--- src/rtl/ocpwm_pkg.sv ---
package ocpwm_pkg;

    typedef enum logic [1:0] {
        ST_OFF  = 2'd0,
        ST_HIGH = 2'd1,
        ST_LOW  = 2'd2
    } pwm_state_e;

    localparam int FLAG_TMR = 0;
    localparam int FLAG_CMP = 1;
    localparam int NUM_FLAGS = 2;

    // Last prescaler count before a tick, per select code.
    function automatic int unsigned presc_limit(input logic [1:0] sel);
        case (sel)
            2'd0:    return 0;
            2'd1:    return 7;
            2'd2:    return 63;
            default: return 255;
        endcase
    endfunction

endpackage

--- src/rtl/ocpwm_prescaler.sv ---
module ocpwm_prescaler #(
    parameter int PRE_W = 8
) (
    input  logic       clk,
    input  logic       rst_n,
    input  logic       clear,
    input  logic       run,
    input  logic [1:0] sel,
    output logic       tick
);
    logic [PRE_W-1:0] pre_q;
    logic [PRE_W-1:0] lim;

    assign lim  = PRE_W'(ocpwm_pkg::presc_limit(sel));
    assign tick = run && (pre_q >= lim);

    always_ff @(posedge clk or negedge rst_n) begin
        if (!rst_n) begin
            pre_q <= '0;
        end else if (clear) begin
            pre_q <= '0;
        end else if (run) begin
            if (pre_q >= lim) begin
                pre_q <= '0;
            end else begin
                pre_q <= pre_q + PRE_W'(1);
            end
        end
    end
endmodule

--- src/rtl/ocpwm_timebase.sv ---
module ocpwm_timebase #(
    parameter int CNT_W = 16
) (
    input  logic             clk,
    input  logic             rst_n,
    input  logic             clear,
    input  logic             tick,
    input  logic             prd_we,
    input  logic [CNT_W-1:0] prd_wdata,
    output logic [CNT_W-1:0] count,
    output logic             rollover
);
    logic [CNT_W-1:0] cnt_q;
    logic [CNT_W-1:0] prd_q;

    assign count    = cnt_q;
    assign rollover = tick && (cnt_q == prd_q);

    always_ff @(posedge clk or negedge rst_n) begin
        if (!rst_n) begin
            cnt_q <= '0;
        end else if (clear) begin
            cnt_q <= '0;
        end else if (tick) begin
            if (cnt_q == prd_q) begin
                cnt_q <= '0;
            end else begin
                cnt_q <= cnt_q + CNT_W'(1);
            end
        end
    end

    always_ff @(posedge clk or negedge rst_n) begin
        if (!rst_n) begin
            prd_q <= '1;
        end else if (prd_we) begin
            prd_q <= prd_wdata;
        end
    end
endmodule

--- src/rtl/ocpwm_duty_buf.sv ---
module ocpwm_duty_buf #(
    parameter int CNT_W = 16
) (
    input  logic             clk,
    input  logic             rst_n,
    input  logic             we,
    input  logic [CNT_W-1:0] wdata,
    input  logic             load,
    output logic [CNT_W-1:0] duty_next,
    output logic [CNT_W-1:0] duty_act
);
    logic [CNT_W-1:0] shadow_q;
    logic [CNT_W-1:0] act_q;

    // A write in the load cycle is taken straight into the active register.
    assign duty_next = we ? wdata : shadow_q;
    assign duty_act  = act_q;

    always_ff @(posedge clk or negedge rst_n) begin
        if (!rst_n) begin
            shadow_q <= '0;
            act_q    <= '0;
        end else begin
            shadow_q <= duty_next;
            if (load) begin
                act_q <= duty_next;
            end
        end
    end
endmodule

--- src/rtl/ocpwm_flags.sv ---
module ocpwm_flags #(
    parameter int N = 2
) (
    input  logic         clk,
    input  logic         rst_n,
    input  logic [N-1:0] set,
    input  logic [N-1:0] clr,
    input  logic [N-1:0] ie,
    output logic [N-1:0] flag,
    output logic [N-1:0] irq
);
    for (genvar i = 0; i < N; i++) begin : g_flag
        logic f_q;
        always_ff @(posedge clk or negedge rst_n) begin
            if (!rst_n) begin
                f_q <= 1'b0;
            end else if (set[i]) begin
                f_q <= 1'b1;
            end else if (clr[i]) begin
                f_q <= 1'b0;
            end
        end
        assign flag[i] = f_q;
        assign irq[i]  = f_q & ie[i];
    end
endmodule

--- src/rtl/ocpwm_channel.sv ---
module ocpwm_channel #(
    parameter int CNT_W = 16,
    parameter int PRE_W = 8
) (
    input  logic             clk,
    input  logic             rst_n,
    input  logic             ch_en,
    input  logic             tmr_en,
    input  logic             ch_idle_stop,
    input  logic             tmr_idle_stop,
    input  logic             sleep,
    input  logic             idle,
    input  logic [1:0]       pre_sel,
    input  logic             prd_we,
    input  logic [CNT_W-1:0] prd_wdata,
    input  logic             duty_we,
    input  logic [CNT_W-1:0] duty_wdata,
    input  logic             tmr_flag_clr,
    input  logic             cmp_flag_clr,
    input  logic             tmr_ie,
    input  logic             cmp_ie,
    output logic             pwm_out,
    output logic [CNT_W-1:0] count,
    output logic             tmr_flag,
    output logic             cmp_flag,
    output logic             tmr_irq,
    output logic             cmp_irq
);
    import ocpwm_pkg::*;

    pwm_state_e state_q, state_d;

    logic             state_on;
    logic             gate_ok;
    logic             run;
    logic             tick;
    logic             rollover;
    logic             load_duty;
    logic             cmp_hit;
    logic             next_zero;
    logic [CNT_W-1:0] duty_next;
    logic [CNT_W-1:0] duty_act;
    logic [CNT_W-1:0] cnt_inc;
    logic [NUM_FLAGS-1:0] flg_set, flg_clr, flg_ie, flg_q, flg_irq;

    // Sleep always stops the clocks; idle stops them unless both sides keep running.
    assign gate_ok   = !sleep && !(idle && (ch_idle_stop || tmr_idle_stop));
    assign state_on  = (state_q != ST_OFF);
    assign run       = ch_en && tmr_en && state_on && gate_ok;
    assign cnt_inc   = count + CNT_W'(1);
    assign cmp_hit   = tick && !rollover && (cnt_inc == duty_act);
    assign next_zero = (duty_next == '0);
    assign load_duty = ((state_q == ST_OFF) && ch_en) || rollover;

    ocpwm_prescaler #(.PRE_W(PRE_W)) u_pre (
        .clk   (clk),
        .rst_n (rst_n),
        .clear (!(tmr_en && ch_en)),
        .run   (run),
        .sel   (pre_sel),
        .tick  (tick)
    );

    ocpwm_timebase #(.CNT_W(CNT_W)) u_tb (
        .clk       (clk),
        .rst_n     (rst_n),
        .clear     (!ch_en),
        .tick      (tick),
        .prd_we    (prd_we),
        .prd_wdata (prd_wdata),
        .count     (count),
        .rollover  (rollover)
    );

    ocpwm_duty_buf #(.CNT_W(CNT_W)) u_duty (
        .clk       (clk),
        .rst_n     (rst_n),
        .we        (duty_we),
        .wdata     (duty_wdata),
        .load      (load_duty),
        .duty_next (duty_next),
        .duty_act  (duty_act)
    );

    // Compare-match events do not exist in PWM mode, so that flag has no set source.
    always_comb begin
        flg_set           = '0;
        flg_set[FLAG_TMR] = rollover;
        flg_set[FLAG_CMP] = 1'b0;
        flg_clr           = '0;
        flg_clr[FLAG_TMR] = tmr_flag_clr;
        flg_clr[FLAG_CMP] = cmp_flag_clr;
        flg_ie            = '0;
        flg_ie[FLAG_TMR]  = tmr_ie;
        flg_ie[FLAG_CMP]  = cmp_ie;
    end

    ocpwm_flags #(.N(NUM_FLAGS)) u_flags (
        .clk   (clk),
        .rst_n (rst_n),
        .set   (flg_set),
        .clr   (flg_clr),
        .ie    (flg_ie),
        .flag  (flg_q),
        .irq   (flg_irq)
    );

    assign tmr_flag = flg_q[FLAG_TMR];
    assign cmp_flag = flg_q[FLAG_CMP];
    assign tmr_irq  = flg_irq[FLAG_TMR];
    assign cmp_irq  = flg_irq[FLAG_CMP];

    // Next-state logic
    always_comb begin
        state_d = state_q;
        unique case (state_q)
            ST_OFF: begin
                if (ch_en) begin
                    state_d = next_zero ? ST_LOW : ST_HIGH;   // enable
                end
            end
            ST_HIGH: begin
                if (!ch_en) begin
                    state_d = ST_OFF;                         // disable
                end else if (rollover) begin
                    state_d = next_zero ? ST_LOW : ST_HIGH;   // wrap
                end else if (cmp_hit) begin
                    state_d = ST_LOW;                         // match
                end
            end
            ST_LOW: begin
                if (!ch_en) begin
                    state_d = ST_OFF;                         // disable
                end else if (rollover) begin
                    state_d = next_zero ? ST_LOW : ST_HIGH;   // wrap
                end
            end
            default: state_d = ST_OFF;
        endcase
    end

    // State register
    always_ff @(posedge clk or negedge rst_n) begin
        if (!rst_n) begin
            state_q <= ST_OFF;
        end else begin
            state_q <= state_d;
        end
    end

    // Output decode
    always_comb begin
        pwm_out = (state_q == ST_HIGH);
    end
endmodule

--- config.mk ---
export PLATFORM = sky130hd
export DESIGN_NAME = ocpwm_channel
export DESIGN_NICKNAME = d
export VERILOG_FILES = /design/src/rtl/ocpwm_pkg.sv /design/src/rtl/ocpwm_prescaler.sv /design/src/rtl/ocpwm_timebase.sv /design/src/rtl/ocpwm_duty_buf.sv /design/src/rtl/ocpwm_flags.sv /design/src/rtl/ocpwm_channel.sv
export SDC_FILE = /design/constraint.sdc
export NUM_CORES = 1
export LEC_CHECK = 0
export ABC_AREA = 1
export BUFFER_PORTS_ARGS = -buffer_cell sky130_fd_sc_hd__buf_2
export CORE_MARGIN = 2
export CORE_UTILIZATION = 49
export CTS_CLUSTER_DIAMETER = 30
export DETAILED_ROUTE_END_ITERATION = 12
export PLACE_DENSITY = 0.79
export SYNTH_ARGS = -nofsm -noshare
export SYNTH_HDL_FRONTEND = slang
export SYNTH_HIERARCHICAL = 1
export SYNTH_SLANG_ARGS = --single-unit
export TNS_END_PERCENT = 100
--- constraint.sdc ---
create_clock -name clk -period 2.44 [get_ports clk]
set_clock_uncertainty 0.1 [all_clocks]
set_input_delay 0.122 -clock clk [delete_from_list [all_inputs] [get_ports clk]]
set_output_delay 0.122 -clock clk [all_outputs]
set_load 0.05 [all_outputs]
==> impl_results.md <==
* Outcome: finished clean
* Fmax at between 0.4 and 0.5 GHz
* Clk slew on worst S/H paths at ~80 ps
* Crit path DAT at approximately 2500 ps
* HP Class: in2reg
* Syn Inst Count at 753
* Unrepaired setup endpoints after global routing: yes
* Seq cells post-synth at between 70 and 80
* Clock Sinks at 76
* Most frequent cells after synthesis: 288 x nand2_1, 115 x inv_1, 61 x nor2_1
* Critical path capture point type: flop
* Switching share of total power at between 30% and 40%
* Placeable Area at ~10000 um^2
* Max-slew headroom at between 30% and 40%
* Post-Place Cells at 969
* Number of placed I/O pins at 69
* CTS tree: built
* Initial DRC Count at around 380
* Top post-synthesis cells by area: dfrtp_1 30%, nand2_1 21%, inv_1 8.5%, dfstp_2 8.3%, nand3_1 5.8%
* Gp weighted congestion at about 0.90
* Total power after layout at 3.89 mW
* Hold path cells at 5
* Number of routed nets with antenna violations at 0
* Synthesized cell area at 5060 um^2
* Total GRT Usage at a little under a quarter
* Critical Path Fanout Max at 8
* Power Dens Cells at 622 nW/um^2
* CP Launch Type: flop
* Cells along the critical path: ha_4, nand2_2, inv_2, nand2_2, nor2_4, nand2_4, a21oi_4, nand3_2, inv_1, inv_1, o21ai_2, clkinvlp_4, nand2_1, nand2_1
* Total gr overflow at 0
* Cell variety after synth at 39
* Number of global-route vias before repair at ~4600
* Num rows at 37
* Width of the chip at between 100 and 150 um
* Max Cap Viol at 0
* Post-synth top area cell: dfrtp_1
* Tmin final at approximately 2400 ps
* Input/output buffers at between 60 and 70
* Clock buffer depth at 2
* Routed Wire Length at between 10000 and 15000 um
* Leading register cell type out of synthesis: dfrtp_1
* Largest net degree at the start of global routing at between 70 and 80
* Seq pwr share at a little over two fifths
* Chip Height at between 100 and 150 um
* Worst skew pair latency at 340 ps
* Pins over their slew limit at 0
* Clock root cell: clkbuf_8
* Most frequent cell after synthesis: nand2_1
* Number of diodes at 0
* Area Growth Syn to Fin at 23.5%
* Pleak at 3.28 nW
* Number of enable flip-flop cells after synthesis at 0
* # nets final at between 900 and 1000
* DRC viols at 0
* Synthesized area per cell at 6.72 um^2
* Detail Placement HPWL at between 8000 and 9000 um
* Finished Layout Cells at roughly 1000
* Crit Path Class: reg2reg
* Ys async rst share at 100%
* Setup violators final at 0
* CTS Buf Count at 9
* Initial Util at about 50%
* Die area at roughly 11000 um^2
* CP required at roughly 2600 ps
* Via density at between 4 and 5
* Measured slew at the worst slew-check pin at around 970 ps
* H-tree depth at 3
* Final Cycle Share at between 90% and 100%
* Worst r2r path cells at 14
* Critical-path top delay cell: dfrtp_1
* First-pass GRT wire length at between 20000 and 25000 um
* Internal Power at roughly 2.6 mW
* Comb pwr share at between 20% and 30%
* Synth Net Count at just over 800
* DR WL/cell at between 10 and 15 um
* Finished Core Util at about three fifths
* VDD IR max at ~0.0004 V
* Endpoints failing hold at 0
* Clk pwr share at 28.9%
* Critical Path Max Stage Delay at 430 ps
* Net Sw Power at 1.31 mW
* Initial antenna violation count at 0
* Share of cells above drive strength 1 at roughly a fifth
* Initial DRT Pass Iterations at 5
* Synth warn at 6
* Synth top area share at between 20% and 30%
* DR vias at slightly below 5000
* Sequential area share after synthesis at between 30% and 40%
## cells in the final DEF (no fill, tap or decap), types with 5 or more instances in the layout
cell type      instances
dfstp_2               16
nand4_1               19
nand2_1              285
xnor2_1                5
xor2_1                15
o21ai_2                6
nor2_1                60
nor2_2                 7
dfrtp_1               60
nor2_4                 6
dlygate4sd3_1         24
o21ai_0               16
nor3_1                 5
buf_2                 67
inv_1                113
clkbuf_8              11
inv_2                  6
nand3_1               59
nand2_2                6
buf_4                 29
nor4_1                 5
ha_1                   5
and2_1                16
## per-layer routing
layer | vias up | global-route usage (%) | share of wire (%)
met5 | - | 0 | 0
met4 | 0 | 4.98 | 1.2
met3 | 10 | 3.46 | 4.6
met2 | 129 | 39.9 | 48
met1 | 2239 | 29.9 | 46
li1 | 2553 | - | -
## registers in the layout (all words and copies together), names as in the netlist
name                flops
u_duty/duty_act        16
u_tb/count             16
u_duty/shadow_q        16
u_tb/prd_q             16
u_flags/g_flag.f_q      2
state_q                 2
u_pre/pre_q             8
## path summary, 6_finish.rpt
kind / start / to / slack [ps]
hold reg to reg: u_tb/prd_q[14] / u_tb/prd_q[14] / 400
max in group asynchronous: rst_n / u_pre/pre_q[6] / 1230
setup reg to reg: u_pre/pre_q[7] / u_duty/duty_act[5] / 50
setup / recovery: u_pre/pre_q[7] / u_duty/duty_act[5] / 50
hold / removal: duty_wdata[8] / u_duty/duty_act[8] / 9
min in group asynchronous: rst_n / u_flags/g_flag[0].f_q / 350
## worst max-delay path: cells and delay by family, from the launching register on
kind	cells	cell delay (ps)
flip-flops	1	430
AND/OR/NAND/NOR	7	600
buffers and inverters	4	520
AO/OA/AOI/OAI	2	360
adder cells (fa/ha/maj)	1	290
## logic make-up (layout without fill, tap and decap cells)
kind of cell / after synthesis / after routing / share of synthesized area [%]
and+or+nand+nor: 483 / 483 / 41.9
muxes: 1 / 1 / 0.222
AOI/OAI and AO/OA: 33 / 33 / 4.13
DFF: 76 / 76 / 38.0
other: 1 / 1 / 0.0741
buffers and inverters: 133 / 259 / 10.8
adders and majority gates: 6 / 6 / 1.48
xor gates and xnor gates: 20 / 20 / 3.46
## what timing repair did
item	in CTS	in global routing
pin swaps	0	8
cloned	0	1
buffers inserted	0	5
gates resized for setup	1	12
hold buffers	24	0
endpoints found under the hold margin	83	0
setup endpoints to repair	13	19
## metrics by stage
stage          cell area (um^2)  hold slack (ps)  setup WS, ps  TNS, ps
2_1_floorplan              5060             -274          29.1        0
4_1_cts                    6160             2.22          12.3        0
3_5_place_dp               5680              234         -41.1     -107
5_1_grt                    6250             13.1         -99.2     -638
6_report                   6250             8.91          53.7        0
3_3_place_gp               5680              225          42.3        0
## final cells by class
cell class | instances | area (um^2)
timing repair buffer | 121 | 813
clock buffer | 14 | 205
multi-input combinational | 544 | 2640
tap | 136 | 170
inverter | 121 | 459
timing repair inverter | 1 | 7.51
fill | 938 | 3930
sequential | 76 | 1920
clock inverter | 2 | 35.0
## power by group through the flow
stage / registers [mW] / clock network [mW] / logic (mW)
6_report: 1.63 / 1.12 / 1.14
5_1_grt: 1.65 / 1.20 / 1.30
4_1_cts: 1.63 / 1.15 / 1.11
3_5_place_dp: 1.65 / 0 / 1.07
3_3_place_gp: 1.65 / 0 / 1.05
2_1_floorplan: 1.60 / 0 / 0.811
No activity file was read; power rests on OpenSTA's default activity.
